--- src/rtl/tapctl_pkg.sv ---
package tapctl_pkg;

  // Frame progress of the serial slave.
  typedef enum logic [3:0] {
    S_IDLE,
    S_ID,
    S_ID_ACK,
    S_ADR,
    S_ADR_ACK,
    S_WR,
    S_WR_ACK,
    S_TX,
    S_TX_ACK
  } bus_state_t;

  localparam int BYTE_W = 8;
  localparam int BIT_CNT_W = $clog2(BYTE_W);
  localparam int STRAP_W = 2;
  localparam int CODE_W = BYTE_W - STRAP_W - 1;

endpackage

--- src/rtl/tapctl_line_sync.sv ---
module tapctl_line_sync #(
  parameter int STAGES = 2
) (
  input  logic clk,
  input  logic rst_n,
  input  logic scl_i,
  input  logic sda_i,
  output logic scl_lvl_o,
  output logic sda_lvl_o,
  output logic scl_rise_o,
  output logic scl_fall_o,
  output logic start_o,
  output logic stop_o
);

  localparam int LINES = 2;
  localparam int SCL_IX = 1;
  localparam int SDA_IX = 0;

  logic [LINES-1:0] raw;
  logic [LINES-1:0] cur;
  logic [LINES-1:0] prv;

  assign raw = {scl_i, sda_i};

  generate
    for (genvar g = 0; g < LINES; g++) begin : g_line
      logic [STAGES:0] chain_q;
      logic [STAGES:0] chain_n;

      assign chain_n = {chain_q[STAGES-1:0], raw[g]};

      // Idle bus level is high on both wires.
      always_ff @(posedge clk or negedge rst_n) begin
        if (!rst_n) begin
          chain_q <= '1;
        end else begin
          chain_q <= chain_n;
        end
      end

      assign cur[g] = chain_q[STAGES-1];
      assign prv[g] = chain_q[STAGES];
    end
  endgenerate

  assign scl_lvl_o  = cur[SCL_IX];
  assign sda_lvl_o  = cur[SDA_IX];
  assign scl_rise_o = cur[SCL_IX] & ~prv[SCL_IX];
  assign scl_fall_o = ~cur[SCL_IX] & prv[SCL_IX];
  assign start_o    = cur[SCL_IX] & prv[SCL_IX] & prv[SDA_IX] & ~cur[SDA_IX];
  assign stop_o     = cur[SCL_IX] & prv[SCL_IX] & ~prv[SDA_IX] & cur[SDA_IX];

endmodule

--- src/rtl/tapctl_regs.sv ---
module tapctl_regs #(
  parameter int         WIPER_W   = 7,
  parameter int         WIPER_RST = 64,
  parameter logic [7:0] WIPER_ADR = 8'h00,
  parameter logic [7:0] CTL_ADR   = 8'h10,
  parameter int         CTL_BIT   = 6,
  parameter logic       CTL_RST   = 1'b1
) (
  input  logic               clk,
  input  logic               rst_n,
  input  logic [7:0]         addr_i,
  input  logic [WIPER_W-1:0] wdata_i,
  input  logic               we_i,
  output logic               hit_o,
  output logic [7:0]         rdata_o,
  output logic [WIPER_W-1:0] wiper_o,
  output logic               ctl_o
);

  logic [WIPER_W-1:0] wiper_q, wiper_n;
  logic               ctl_q, ctl_n;
  logic               sel_wiper, sel_ctl;

  assign sel_wiper = (addr_i == WIPER_ADR);
  assign sel_ctl   = (addr_i == CTL_ADR);

  always_comb begin
    hit_o   = 1'b0;
    rdata_o = '0;
    if (sel_wiper) begin
      hit_o                  = 1'b1;
      rdata_o[WIPER_W-1:0]   = wiper_q;
    end else if (sel_ctl) begin
      hit_o                  = 1'b1;
      rdata_o[CTL_BIT]       = ctl_q;
    end
  end

  always_comb begin
    wiper_n = wiper_q;
    ctl_n   = ctl_q;
    if (we_i && sel_wiper) begin
      wiper_n = wdata_i;
    end
    if (we_i && sel_ctl) begin
      ctl_n = wdata_i[CTL_BIT];
    end
  end

  always_ff @(posedge clk or negedge rst_n) begin
    if (!rst_n) begin
      wiper_q <= WIPER_W'(WIPER_RST);
      ctl_q   <= CTL_RST;
    end else begin
      wiper_q <= wiper_n;
      ctl_q   <= ctl_n;
    end
  end

  assign wiper_o = wiper_q;
  assign ctl_o   = ctl_q;


  hold_without_write_chk: assert property (@(posedge clk) disable iff (!rst_n)
    !we_i |=> ($stable(wiper_o) && $stable(ctl_o)));


  wiper_takes_low_bits_chk: assert property (@(posedge clk) disable iff (!rst_n)
    (we_i && addr_i == WIPER_ADR) |=> (wiper_o == $past(wdata_i)));

endmodule

--- src/rtl/tapctl_bus_fsm.sv ---
module tapctl_bus_fsm
  import tapctl_pkg::*;
#(
  parameter logic [CODE_W-1:0] DEV_CODE = 5'b10100,
  parameter int                WDATA_W  = 7
) (
  input  logic               clk,
  input  logic               rst_n,
  input  logic               scl_lvl_i,
  input  logic               sda_lvl_i,
  input  logic               scl_rise_i,
  input  logic               scl_fall_i,
  input  logic               start_i,
  input  logic               stop_i,
  input  logic [STRAP_W-1:0] strap_i,
  input  logic               hit_i,
  input  logic [BYTE_W-1:0]  rdata_i,
  output logic [BYTE_W-1:0]  addr_o,
  output logic [WDATA_W-1:0] wdata_o,
  output logic               we_o,
  output logic               sda_low_o
);

  bus_state_t           state_q, state_n;
  logic [BIT_CNT_W-1:0] cnt_q, cnt_n;
  logic [BYTE_W-1:0]    sh_q, sh_n;
  logic [BYTE_W-1:0]    adr_q, adr_n;
  logic                 full_q, full_n;
  logic                 sda_q, sda_n;
  logic                 rd_ok_q, rd_ok_n;
  logic                 more_q, more_n;
  logic                 id_match;
  logic                 rx_state;

  assign rx_state = (state_q == S_ID) || (state_q == S_ADR) || (state_q == S_WR);
  assign id_match = (sh_q[BYTE_W-1 -: CODE_W] == DEV_CODE) &&
                    (sh_q[STRAP_W:1] == strap_i) &&
                    (!sh_q[0] || rd_ok_q);

  // During the address byte the register file decodes the byte being shifted.
  assign addr_o    = (state_q == S_ADR) ? sh_q : adr_q;
  assign wdata_o   = sh_q[WDATA_W-1:0];
  assign we_o      = (state_q == S_WR_ACK) && scl_rise_i && !start_i && !stop_i;
  assign sda_low_o = sda_q;

  always_comb begin
    state_n = state_q;
    cnt_n   = cnt_q;
    sh_n    = sh_q;
    adr_n   = adr_q;
    full_n  = full_q;
    sda_n   = sda_q;
    rd_ok_n = rd_ok_q;
    more_n  = more_q;
    if (stop_i) begin
      state_n = S_IDLE;
      sda_n   = 1'b0;
      full_n  = 1'b0;
      cnt_n   = '0;
      rd_ok_n = 1'b0;
    end else if (start_i) begin
      state_n = S_ID;
      sda_n   = 1'b0;
      full_n  = 1'b0;
      cnt_n   = '0;
    end else if (rx_state) begin
      if (scl_rise_i && !full_q) begin
        sh_n   = {sh_q[BYTE_W-2:0], sda_lvl_i};
        cnt_n  = cnt_q + 1'b1;
        full_n = (cnt_q == BIT_CNT_W'(BYTE_W - 1));
      end else if (scl_fall_i && full_q) begin
        full_n = 1'b0;
        cnt_n  = '0;
        case (state_q)
          S_ID: begin
            if (id_match) begin
              sda_n   = 1'b1;
              state_n = S_ID_ACK;
            end else begin
              state_n = S_IDLE;
            end
          end
          S_ADR: begin
            adr_n = sh_q;
            if (hit_i) begin
              sda_n   = 1'b1;
              rd_ok_n = 1'b1;
              state_n = S_ADR_ACK;
            end else begin
              rd_ok_n = 1'b0;
              state_n = S_IDLE;
            end
          end
          default: begin
            sda_n   = 1'b1;
            state_n = S_WR_ACK;
          end
        endcase
      end
    end else begin
      case (state_q)
        S_ID_ACK: begin
          if (scl_fall_i) begin
            if (sh_q[0]) begin
              sh_n    = rdata_i;
              sda_n   = ~rdata_i[BYTE_W-1];
              cnt_n   = '0;
              state_n = S_TX;
            end else begin
              sda_n   = 1'b0;
              state_n = S_ADR;
            end
          end
        end
        S_ADR_ACK: begin
          if (scl_fall_i) begin
            sda_n   = 1'b0;
            state_n = S_WR;
          end
        end
        S_WR_ACK: begin
          if (scl_fall_i) begin
            sda_n   = 1'b0;
            state_n = S_IDLE;
          end
        end
        S_TX: begin
          if (scl_rise_i && !full_q) begin
            cnt_n  = cnt_q + 1'b1;
            full_n = (cnt_q == BIT_CNT_W'(BYTE_W - 1));
          end else if (scl_fall_i) begin
            if (full_q) begin
              full_n  = 1'b0;
              sda_n   = 1'b0;
              state_n = S_TX_ACK;
            end else begin
              sh_n  = {sh_q[BYTE_W-2:0], 1'b0};
              sda_n = ~sh_q[BYTE_W-2];
            end
          end
        end
        S_TX_ACK: begin
          if (scl_rise_i) begin
            more_n = ~sda_lvl_i;
          end else if (scl_fall_i) begin
            if (more_q) begin
              sh_n    = rdata_i;
              sda_n   = ~rdata_i[BYTE_W-1];
              cnt_n   = '0;
              state_n = S_TX;
            end else begin
              sda_n   = 1'b0;
              state_n = S_IDLE;
            end
          end
        end
        default: begin
          state_n = S_IDLE;
        end
      endcase
    end
  end

  always_ff @(posedge clk or negedge rst_n) begin
    if (!rst_n) begin
      state_q <= S_IDLE;
      cnt_q   <= '0;
      sh_q    <= '0;
      adr_q   <= '0;
      full_q  <= 1'b0;
      sda_q   <= 1'b0;
      rd_ok_q <= 1'b0;
      more_q  <= 1'b0;
    end else begin
      state_q <= state_n;
      cnt_q   <= cnt_n;
      sh_q    <= sh_n;
      adr_q   <= adr_n;
      full_q  <= full_n;
      sda_q   <= sda_n;
      rd_ok_q <= rd_ok_n;
      more_q  <= more_n;
    end
  end


  release_after_stop_chk: assert property (@(posedge clk) disable iff (!rst_n)
    stop_i |=> !sda_low_o);


  drive_only_scl_low_chk: assert property (@(posedge clk) disable iff (!rst_n)
    $rose(sda_low_o) |-> !scl_lvl_i);


  idle_is_silent_chk: assert property (@(posedge clk) disable iff (!rst_n)
    (state_q == S_IDLE) |-> !sda_low_o);

endmodule

--- src/rtl/tapctl_i2c.sv ---
module tapctl_i2c
  import tapctl_pkg::*;
#(
  parameter int                SYNC_STAGES = 2,
  parameter logic [CODE_W-1:0] DEV_CODE    = 5'b10100,
  parameter int                WIPER_W     = 7,
  parameter int                WIPER_RST   = 64,
  parameter logic [7:0]        WIPER_ADR   = 8'h00,
  parameter logic [7:0]        CTL_ADR     = 8'h10,
  parameter int                CTL_BIT     = 6,
  parameter logic              CTL_RST     = 1'b1
) (
  input  logic               clk,
  input  logic               rst_n,
  input  logic               scl_i,
  input  logic               sda_i,
  input  logic [1:0]         strap_i,
  output logic               sda_pull_o,
  output logic [WIPER_W-1:0] wiper_o,
  output logic               active_o
);

  logic               scl_lvl, sda_lvl, scl_rise, scl_fall, start_det, stop_det;
  logic               hit, we;
  logic [BYTE_W-1:0]  rdata, addr;
  logic [WIPER_W-1:0] wdata;

  tapctl_line_sync #(
    .STAGES(SYNC_STAGES)
  ) u_sync (
    .clk       (clk),
    .rst_n     (rst_n),
    .scl_i     (scl_i),
    .sda_i     (sda_i),
    .scl_lvl_o (scl_lvl),
    .sda_lvl_o (sda_lvl),
    .scl_rise_o(scl_rise),
    .scl_fall_o(scl_fall),
    .start_o   (start_det),
    .stop_o    (stop_det)
  );

  tapctl_bus_fsm #(
    .DEV_CODE(DEV_CODE),
    .WDATA_W (WIPER_W)
  ) u_fsm (
    .clk       (clk),
    .rst_n     (rst_n),
    .scl_lvl_i (scl_lvl),
    .sda_lvl_i (sda_lvl),
    .scl_rise_i(scl_rise),
    .scl_fall_i(scl_fall),
    .start_i   (start_det),
    .stop_i    (stop_det),
    .strap_i   (strap_i),
    .hit_i     (hit),
    .rdata_i   (rdata),
    .addr_o    (addr),
    .wdata_o   (wdata),
    .we_o      (we),
    .sda_low_o (sda_pull_o)
  );

  tapctl_regs #(
    .WIPER_W  (WIPER_W),
    .WIPER_RST(WIPER_RST),
    .WIPER_ADR(WIPER_ADR),
    .CTL_ADR  (CTL_ADR),
    .CTL_BIT  (CTL_BIT),
    .CTL_RST  (CTL_RST)
  ) u_regs (
    .clk    (clk),
    .rst_n  (rst_n),
    .addr_i (addr),
    .wdata_i(wdata),
    .we_i   (we),
    .hit_o  (hit),
    .rdata_o(rdata),
    .wiper_o(wiper_o),
    .ctl_o  (active_o)
  );

endmodule

--- config.mk ---
export PLATFORM = sky130hd
export DESIGN_NAME = tapctl_i2c
export DESIGN_NICKNAME = d
export VERILOG_FILES = /design/src/rtl/tapctl_pkg.sv /design/src/rtl/tapctl_line_sync.sv /design/src/rtl/tapctl_regs.sv /design/src/rtl/tapctl_bus_fsm.sv /design/src/rtl/tapctl_i2c.sv
export SDC_FILE = /design/constraint.sdc
export NUM_CORES = 1
export LEC_CHECK = 0
export BUFFER_PORTS_ARGS = -buffer_cell sky130_fd_sc_hd__buf_2
export CORE_MARGIN = 3
export CORE_UTILIZATION = 45
export CTS_BUF_LIST = sky130_fd_sc_hd__clkbuf_16
export CTS_CLUSTER_SIZE = 40
export DETAILED_ROUTE_END_ITERATION = 16
export GPL_ROUTABILITY_DRIVEN = 0
export PLACE_DENSITY = 0.72
export RECOVER_POWER = 50
export SYNTH_ARGS = -nofsm -noshare
export SYNTH_HDL_FRONTEND = slang
export SYNTH_SLANG_ARGS = --single-unit
export TNS_END_PERCENT = 5
--- constraint.sdc ---
create_clock -name clk -period 2.35 [get_ports clk]
set_input_delay 0.235 -clock clk [delete_from_list [all_inputs] [get_ports clk]]
set_output_delay 0.235 -clock clk [all_outputs]
set_load 0.05 [all_outputs]
# ---- Word-level counts from Yosys, hierarchy flattened
# Cells that the tools add are included.
dict set report totals {
  romBits 0
  mem_bits_rw 0
  n_memories 0
  latchBits 0
  elab_cells 185
  in_bits 6
  regBits 41
  out_inout_bits 9
}
dict set report op_classes {
  order_cmp 0
  mul 0
  div 0
  reduce_logical 35
  eq_ne 40
  addsub 1
  bitwise 16
  n_shift 0
  mux 80
}
# operator count
set op_table {}
lappend op_table {{$mux W8} 11}
lappend op_table {{$mux W4} 13}
lappend op_table {{$ne A5 B1 Y1 const B} 10}
lappend op_table {{$mux W3} 14}
lappend op_table {{$mux W1} 34}
lappend op_table {{$pmux W8 S3} 1}
lappend op_table {{$reduce_and A11 Y1} 2}
lappend op_table {{$pmux W4 S5} 1}
lappend op_table {{$eq A4 B3 Y1 const B} 4}
lappend op_table {{$ne A3 B1 Y1 const B} 5}
lappend op_table {{$reduce_and A5 Y1} 3}
lappend op_table {{$ne A4 B2 Y1 const B} 3}
lappend op_table {{$reduce_and A12 Y1} 1}
lappend op_table {{$ne A5 B3 Y1 const B} 2}
lappend op_table {{$reduce_and A10 Y1} 1}
lappend op_table {{$logic_and A1 B1 Y1} 9}
lappend op_table {{$not A1 Y1} 9}
lappend op_table {{$pmux W3 S3} 1}
lappend op_table {{$eq A4 B2 Y1 const B} 2}
lappend op_table {{$eq A8 B5 Y1 const B} 1}
lappend op_table {{$logic_not A8 Y1} 1}
lappend op_table {{$pmux W4 S2} 1}
lappend op_table {{$reduce_and A8 Y1} 1}
lappend op_table {{$reduce_bool A4 Y1} 2}
lappend op_table {{25 further kinds} 40}

# ---- Longest topological paths before layout
# Gate-level depths: netlist (run 1).
dict set report depth {
  depth_word 12
  mapped_depth 7
  ltp_nobuf 5
}

# ---- By module
# A second synthesis (run 1) with hierarchy kept.
dict set report unflattened {
  cells_unflattened 239
  hier_area_um2 2597.5
}
# module area_each_um2 instances cells_per_inst seq_area_each_um2
set modules_own_cells {}
lappend modules_own_cells {tapctl_bus_fsm 1970.6 1 197 675.6}
lappend modules_own_cells {tapctl_regs 436.7 1 32 202.7}
lappend modules_own_cells {tapctl_line_sync 190.2 1 10 157.7}

# ---- Worst setup path after synthesis (run 1)
# No wires, ideal clock.
dict set report synth_timing {
  path_type {flip-flop to flip-flop}
  from {register u_fsm.adr_q[5]}
  to {register u_regs.wiper_q[0], in the netlist u_regs.wiper_o[0]}
  setup_ns 0.125
  t_arrival_ns 2.188
  period_less_slack_ns 2.312
  slack_ns 0.038
  path_stages_with_launch 7
  required_ns 2.225
  n_path_buf 1
  cell_sequence {dfrtp_1 -> or4_1 -> or4_4 -> o31ai_4 -> and2_1 -> buf_6 -> mux2_2}
}
dict set report synth_between {
  elab_chain_len 3
}
# element line
set synth_rtl {}
lappend synth_rtl {{from (decl)} tapctl_bus_fsm.sv:27} ;# logic [BYTE_W-1:0] adr_q, adr_n;
lappend synth_rtl {{from (signal assigned)} tapctl_bus_fsm.sv:178} ;# adr_q <= adr_n;
lappend synth_rtl {{$mux W8} --}
lappend synth_rtl {{$logic_not A8 Y1} tapctl_regs.sv:24} ;# assign sel_wiper = (addr_i == WIPER_ADR);
lappend synth_rtl {{$logic_and A1 B1 Y1} tapctl_regs.sv:42} ;# if (we_i && sel_wiper) begin
lappend synth_rtl {{to (signal assigned)} tapctl_regs.sv:52} ;# wiper_q <= WIPER_W'(WIPER_RST);
lappend synth_rtl {{to (signal assigned)} tapctl_regs.sv:55} ;# wiper_q <= wiper_n;
lappend synth_rtl {{to (decl)} tapctl_regs.sv:20} ;# logic [WIPER_W-1:0] wiper_q, wiper_n;
# No other way between the ends.
# A chain may end at the register's enable or synchronous reset.

# ---- Worst setup path in the final report (run 1)
dict set report layout_timing {
  from {register u_fsm.adr_q[5]}
  to {register u_regs.wiper_q[4], in the netlist u_regs.wiper_o[4]}
}
# Same word-level chain as after synthesis.

==> reports/metrics.csv, run 1 <==
metric,value,unit
power.leakage,1.18,nW
drtIter0Drc,191,
core_area,0.00475,mm2
min_period,2.28,ns
switching_share,40.3,%
layout.nets,248,
final_cells,308,
drc_errors,0,
avgViaCountPerCell,5.96,
cts_tree,yes,
fp.dieW,76.6,um
dieArea,0.00586,mm2
first_pass_iters,4,
hold_violations,0,
io_pins,15,
worstMarginPinSlew,2.11,ns
path_class,flop to flop,
wirelength,5.22,mm
drive_above_1_share,29.9,%
timing.rr.start,u_fsm.adr_q[5],
final_antenna_net_count,0,
synthArstFlopShare,100,%
synth_edf_count,0,
hp-start,sda_i,
post-place-ws,-0.0154,ns
clk_pin_slew,0.06,ns
finalSetupViolations,0,
required,2.52,ns
wire_per_inst,17.0,um
setup_slack,0.0675,ns
syn_inst,216,
crit_fanout,7,
slowest_delay,0.52,ns
port_buffers,14,
sequentialPowerShare,35.5,%
rows,25,
dp_cells,300,
cts_max_path_buffers,2,
p_per_area,1230,mW/mm2
synth_nets,224,
violations,"capacitance limit, slew limit",
grt_most_used_layer,met2,
cp-end-kind,flop,
slew_headroom,-40.9,%
rsz0062_at_grt,false,
drv_slew,42,
met1_usage,27.3,%
dpl.hpwl,3.67,mm
antenna_found_initial,0,
yosysSeqAreaShare,46.2,%
path_cells,or4_1 -> or4_4 -> o31ai_4 -> and2_2 -> mux2_2,
min_path_type,input pin to flop,
net-switching-power,1.30,mW
post-route-cell-area,0.00264,mm2
fmax,438,MHz
grt_pass1_wl,9.29,mm
start_kind,flop,
clkLatencyLatePin,0.28,ns
startpoint,u_fsm.adr_q[5],
ys_ff_latch,41,
synth_cell_types,57,
placed_area,0.00247,mm2
critPathSlowestCell,or4_1,
gr-total-overflow,0,
netlist_area,0.00224,mm2
multi_input_area,0.00112,mm2
cpLargestDelayFamily,simple AND/OR/NAND/NOR gates,
first_global_vias,1860,
met3_usage,4.14,%
cts_htree_levels,2,
p_comb_share,40.6,%
whs,0.0465,ns
grtUsageTotal,19.7,%
p_clk_share,23.9,%
worstPathArrival,2.45,ns
start_util,47.1,%
reg2reg_slack,0.07,ns
vias,1837,
diodes,0,
yosysWarnings,0,
holdBufCountCts,0,
max-cap-violations,1,
numCtsBuffers,5,
critical_path_buf_inv_count,0,
internal-power,1.93,mW
finalCritPeriodShare,97.1,%
die_height,76.6,um
max-vdd-ir-drop,666,uV
synthFlopType,dfrtp_1,
root_buffer,clkbuf_16,
numClockSinks,41,
grtUsageMet2,28.8,%
nFillCells,429,
status,finished with violations,
grt_max_degree,42,
area_delta_synth_final,17.6,%
skew,0.00619,ns
seqCellArea,0.00104,mm2
syn_avg_cell_area,10.4,um2
## repair_timing
item	in CTS	in global routing
gates resized for setup	1	1
endpoints found under the setup margin	6	1
setup buffers	0	0
## worst reg2reg max path, stage by stage (launching register included)
cell and delay [ns]:
dfrtp_1 0.37, or4_1 0.52, or4_4 0.45, o31ai_4 0.19, and2_2 0.29, mux2_2 0.36
## stage by stage
stage / util (%) / power (mW) / setup TNS [ns]
after global routing: 55.4 / 3.45 / 0
after global placement: 51.9 / 2.43 / 0
after CTS: 55.4 / 3.23 / 0
after detailed placement: 51.9 / 2.45 / -0.0745
final: 55.4 / 3.23 / 0
after floorplan: - / 1.99 / 0
## cells in the mapped netlist, drive strengths merged (3+ instances only)
library cell / number / area share (%)
clkbuf: 13 / 2.2
a22o: 3 / 1.2
nor3: 6 / 1.6
a21oi: 11 / 2.5
inv: 5 / 0.84
a31oi: 3 / 0.84
nand3: 4 / 0.89
dfstp: 8 / 9.4
dfrtp: 33 / 37
o22ai: 3 / 0.84
o21ai: 9 / 2.0
mux2: 20 / 10
nand2: 14 / 2.3
nor2: 16 / 2.7
nor2b: 6 / 1.7
a32oi: 7 / 2.7
nor3b: 3 / 1.0
## routing by layer
metal,vias up,wire length [um]
met5,-,0
met4,0,171
met3,16,343
met2,69,2430
met1,889,2280
li1,863,-
## layout make-up
class,instances,share of cell area [%]
sequential,41,39.3
tap,67,3.18
multi-input combinational,155,42.7
clock buffer,5,4.75
inverter,5,0.712
clock inverter,3,1.61
timing repair buffer,32,7.74
## power by group through the flow
stage	clock, mW	combinational [mW]	sequential, mW
2_1_floorplan	0	0.788	1.20
3_3_place_gp	0	1.28	1.15
3_5_place_dp	0	1.30	1.16
4_1_cts	0.782	1.30	1.15
5_1_grt	0.819	1.44	1.19
6_report	0.773	1.31	1.15
## final timing paths
path / endpoint / cells past startpoint
worst min register to register: u_sync.g_line[1].chain_q[1] / 0
min in group asynchronous: u_fsm.state_q[1] / 1
max in group asynchronous: u_fsm.state_q[2] / 1
worst max register to register: u_regs.wiper_o[4] / 5
worst min-delay path: u_sync.g_line[0].chain_q[0] / 1
worst max-delay path: u_regs.wiper_o[4] / 5
## kinds of logic after synthesis
group           after synthesis  share of synthesized area (%)
simple gates                 69                           17.4
fa+ha+maj                     2                           1.12
xor+xnor                      3                           1.17
compound gates               59                           19.4
buf+inv                      20                           3.69
flops                        41                           46.2
mux                          22                           10.9
## state kept, by name, summed over array words and instances (netlist names)
signal                 cells
u_fsm.adr_q                8
u_fsm.cnt_q                3
u_fsm.full_q               1
u_fsm.more_q               1
u_fsm.rd_ok_q              1
u_fsm.sda_low_o            1
u_fsm.sh_q                 8
u_fsm.state_q              4
u_regs.ctl_o               1
u_regs.wiper_o             7
u_sync.g_line.chain_q      6
## cells in the final DEF, fill, tap and decap left out, types with 2 or more instances in the layout
cell type   n
a31oi_1     3
a221oi_1    2
o21ai_0     9
mux2_2     20
mux2i_1     2
nor3_1      5
nand2b_1    2
nand2_1    14
o21bai_1    2
o21a_1      2
ha_1        2
dfrtp_1    33
clkbuf_16   5
nor3b_1     3
o211ai_1    2
buf_4      18
dfstp_2     7
a32oi_1     7
nor4b_1     2
o22ai_1     3
nor2_1     16
nor4_1      2
a21oi_1    11
and3b_1     2
nand3_1     4
xor2_1      2
a22o_1      3
inv_1       6
buf_2      13
nor2b_1     6
nand4_1     2
(Power assumes the default switching activity.)
==> run 2, diff against run 1 <==
- BUFFER_PORTS_ARGS: -buffer_cell sky130_fd_sc_hd__buf_2 -> -buffer_cell sky130_fd_sc_hd__clkbuf_2
==> run 2 against run 1 <==
Net effect: the flow still finishes with violations (capacitance limit, slew limit); sequential power barely moved; via count rose by 1.8%; setup slack improved by 0.0092 ns; register-to-register slack barely moved; wire length rose by 1.1%; die area did not move; global-route usage fell by 0.81 points; highest routed layer unchanged; flip-flop and latch count did not move.
==> reports/metrics.csv, run 2 (synthesis gave the netlist of run 1 again) <==
metric,value,unit,change
vias,1870,,+1.8%
timing.rr.start,u_fsm.adr_q[5],,
power.leakage,1.18,nW,about the same
start_kind,flop,,
cts_max_path_buffers,2,,unchanged
numClockSinks,41,,unchanged
diodes,0,,unchanged
dieArea,0.00586,mm2,unchanged
die_height,76.6,um,unchanged
root_buffer,clkbuf_16,,
grtUsageTotal,18.8,%,-0.81 points
rows,25,,unchanged
whs,0.0299,ns,-0.0165 ns
crit_fanout,7,,unchanged
power.total,3.23,mW,about the same
final_antenna_net_count,0,,unchanged
clkLatencyLatePin,0.28,ns,about the same
switching_share,40.4,%,+0.092 points
path_class,flop to flop,,
slew_headroom,-39.8,%,+1.2 points
status,finished with violations,,
layout.nets,249,,+0.40%
first_global_vias,1689,,-9.2%
max-cap-violations,1,,unchanged
gr-total-overflow,0,,unchanged
worstMarginPinSlew,2.10,ns,-0.0174 ns
grt_max_degree,41,,-2.4%
avgViaCountPerCell,6.05,,+1.5%
port_buffers,14,,unchanged
max-vdd-ir-drop,724,uV,+8.7%
whs_endpoint,u_sync.g_line[0].chain_q[0],,
core_area,0.00475,mm2,unchanged
tns,0,ns,unchanged
antenna_found_initial,0,,unchanged
fmax,440,MHz,+0.41%
fp.dieW,76.6,um,unchanged
drv_slew,41,,-2.4%
rr_endpoint,u_regs.wiper_o[2],,
p_clk_share,23.7,%,-0.2 points
numCtsBuffers,5,,unchanged
hold_depth,1,,unchanged
holdBufCountCts,0,,unchanged
worstPathArrival,2.44,ns,about the same
hp-start,sda_i,,
cp-end-kind,flop,,
ctsResizeCount,1,,unchanged
area_delta_synth_final,17.9,%,
grt_pass1_wl,8.70,mm,-6.3%
internal-power,1.93,mW,-0.21%
layout_commonest_cell,dfrtp_1,,
drc_errors,0,,unchanged
drive_above_1_share,30.2,%,+0.29 points
wirelength,5.28,mm,+1.1%
start_util,47.1,%,unchanged
hold_violations,0,,unchanged
violations,"capacitance limit, slew limit",,
utilization,55.6,%,+0.13 points
wire_per_inst,17.1,um,+0.76%
reg2reg_depth,5,,unchanged
reg2reg_slack,0.08,ns,about the same
clk_pin_slew,0.06,ns,about the same
net-switching-power,1.30,mW,+0.17%
finalCritPeriodShare,96.7,%,-0.39 points
io_pins,15,,unchanged
rsz0062_at_grt,false,,
p_comb_share,40.3,%,-0.3 points
min_period,2.27,ns,-0.00922 ns
post-cts-setup-buffers,0,,unchanged
p_per_area,1220,mW/mm2,-0.30%
final_cells,309,,+0.32%
finalSetupViolations,0,,unchanged
dp_cells,301,,+0.33%
sequentialPowerShare,36.0,%,+0.5 points
first_pass_iters,6,,+2
cts_tree,yes,,
min_path_type,input pin to flop,,
drtIter0Drc,169,,-12%
skew,0.00701,ns,+0.000823 ns
dpl.hpwl,3.59,mm,-2.1%
cts_htree_levels,2,,unchanged
required,2.52,ns,about the same
final_cell_mix,"33 x dfrtp_1, 20 x mux2_2, 19 x buf_4",,
run 2: power by group through the flow:
stage          clock [mW]  combinational, mW  sequential [mW]
2_1_floorplan           0              0.788             1.20
3_3_place_gp            0               1.27             1.16
3_5_place_dp            0               1.28             1.16
4_1_cts             0.788               1.29             1.15
5_1_grt             0.822               1.42             1.19
6_report            0.766               1.30             1.16
run 2: routing by layer:
metal | track usage (%) | vias up | wire length [um]
met4 | 5.43 | 0 | 99
met1 | 26.1 | 915 | 2280
li1 | - | 875 | -
met5 | 0 | - | 0
met2 | 29.3 | 69 | 2480
met3 | 4.73 | 11 | 416
run 2: worst max-delay path: stages (launching register included):
cell,delay [ns]
dfrtp_1,0.37
or4_1,0.52
or4_4,0.44
o31ai_4,0.19
and2_2,0.28
mux2_2,0.36
run 2: stage by stage:
step | setup WS, ns | cell area (um2)
6_report | 0.0767 | 2640
5_1_grt | 0.0277 | 2640
4_1_cts | 0.0659 | 2640
3_5_place_dp | -0.0166 | 2470
3_3_place_gp | 0.0159 | 2470
2_1_floorplan | 0.0378 | 2240
run 2: worst max path at each step:
stage / startpoint / endpoint / cells past startpoint
floorplan: u_fsm.adr_q[5] / u_regs.wiper_o[0] / 6
detailed placement: u_fsm.adr_q[5] / u_regs.wiper_o[2] / 5
CTS: u_fsm.adr_q[5] / u_regs.wiper_o[2] / 5
global placement: u_fsm.adr_q[5] / u_regs.wiper_o[3] / 5
global route: u_fsm.adr_q[5] / u_regs.wiper_o[3] / 5
finish: u_fsm.adr_q[5] / u_regs.wiper_o[2] / 5
run 2: cell type report:
| cell class | count | area, um2 |
|---|---|---|
| repair buffers | 33 | 211 |
| fillers | 425 | 2110 |
| multi-input cells | 155 | 1120 |
| flip-flops and latches | 41 | 1040 |
| well taps | 67 | 83.8 |
| inverters | 5 | 18.8 |
| clock buffers | 5 | 125 |
| clock inverters | 3 | 42.5 |
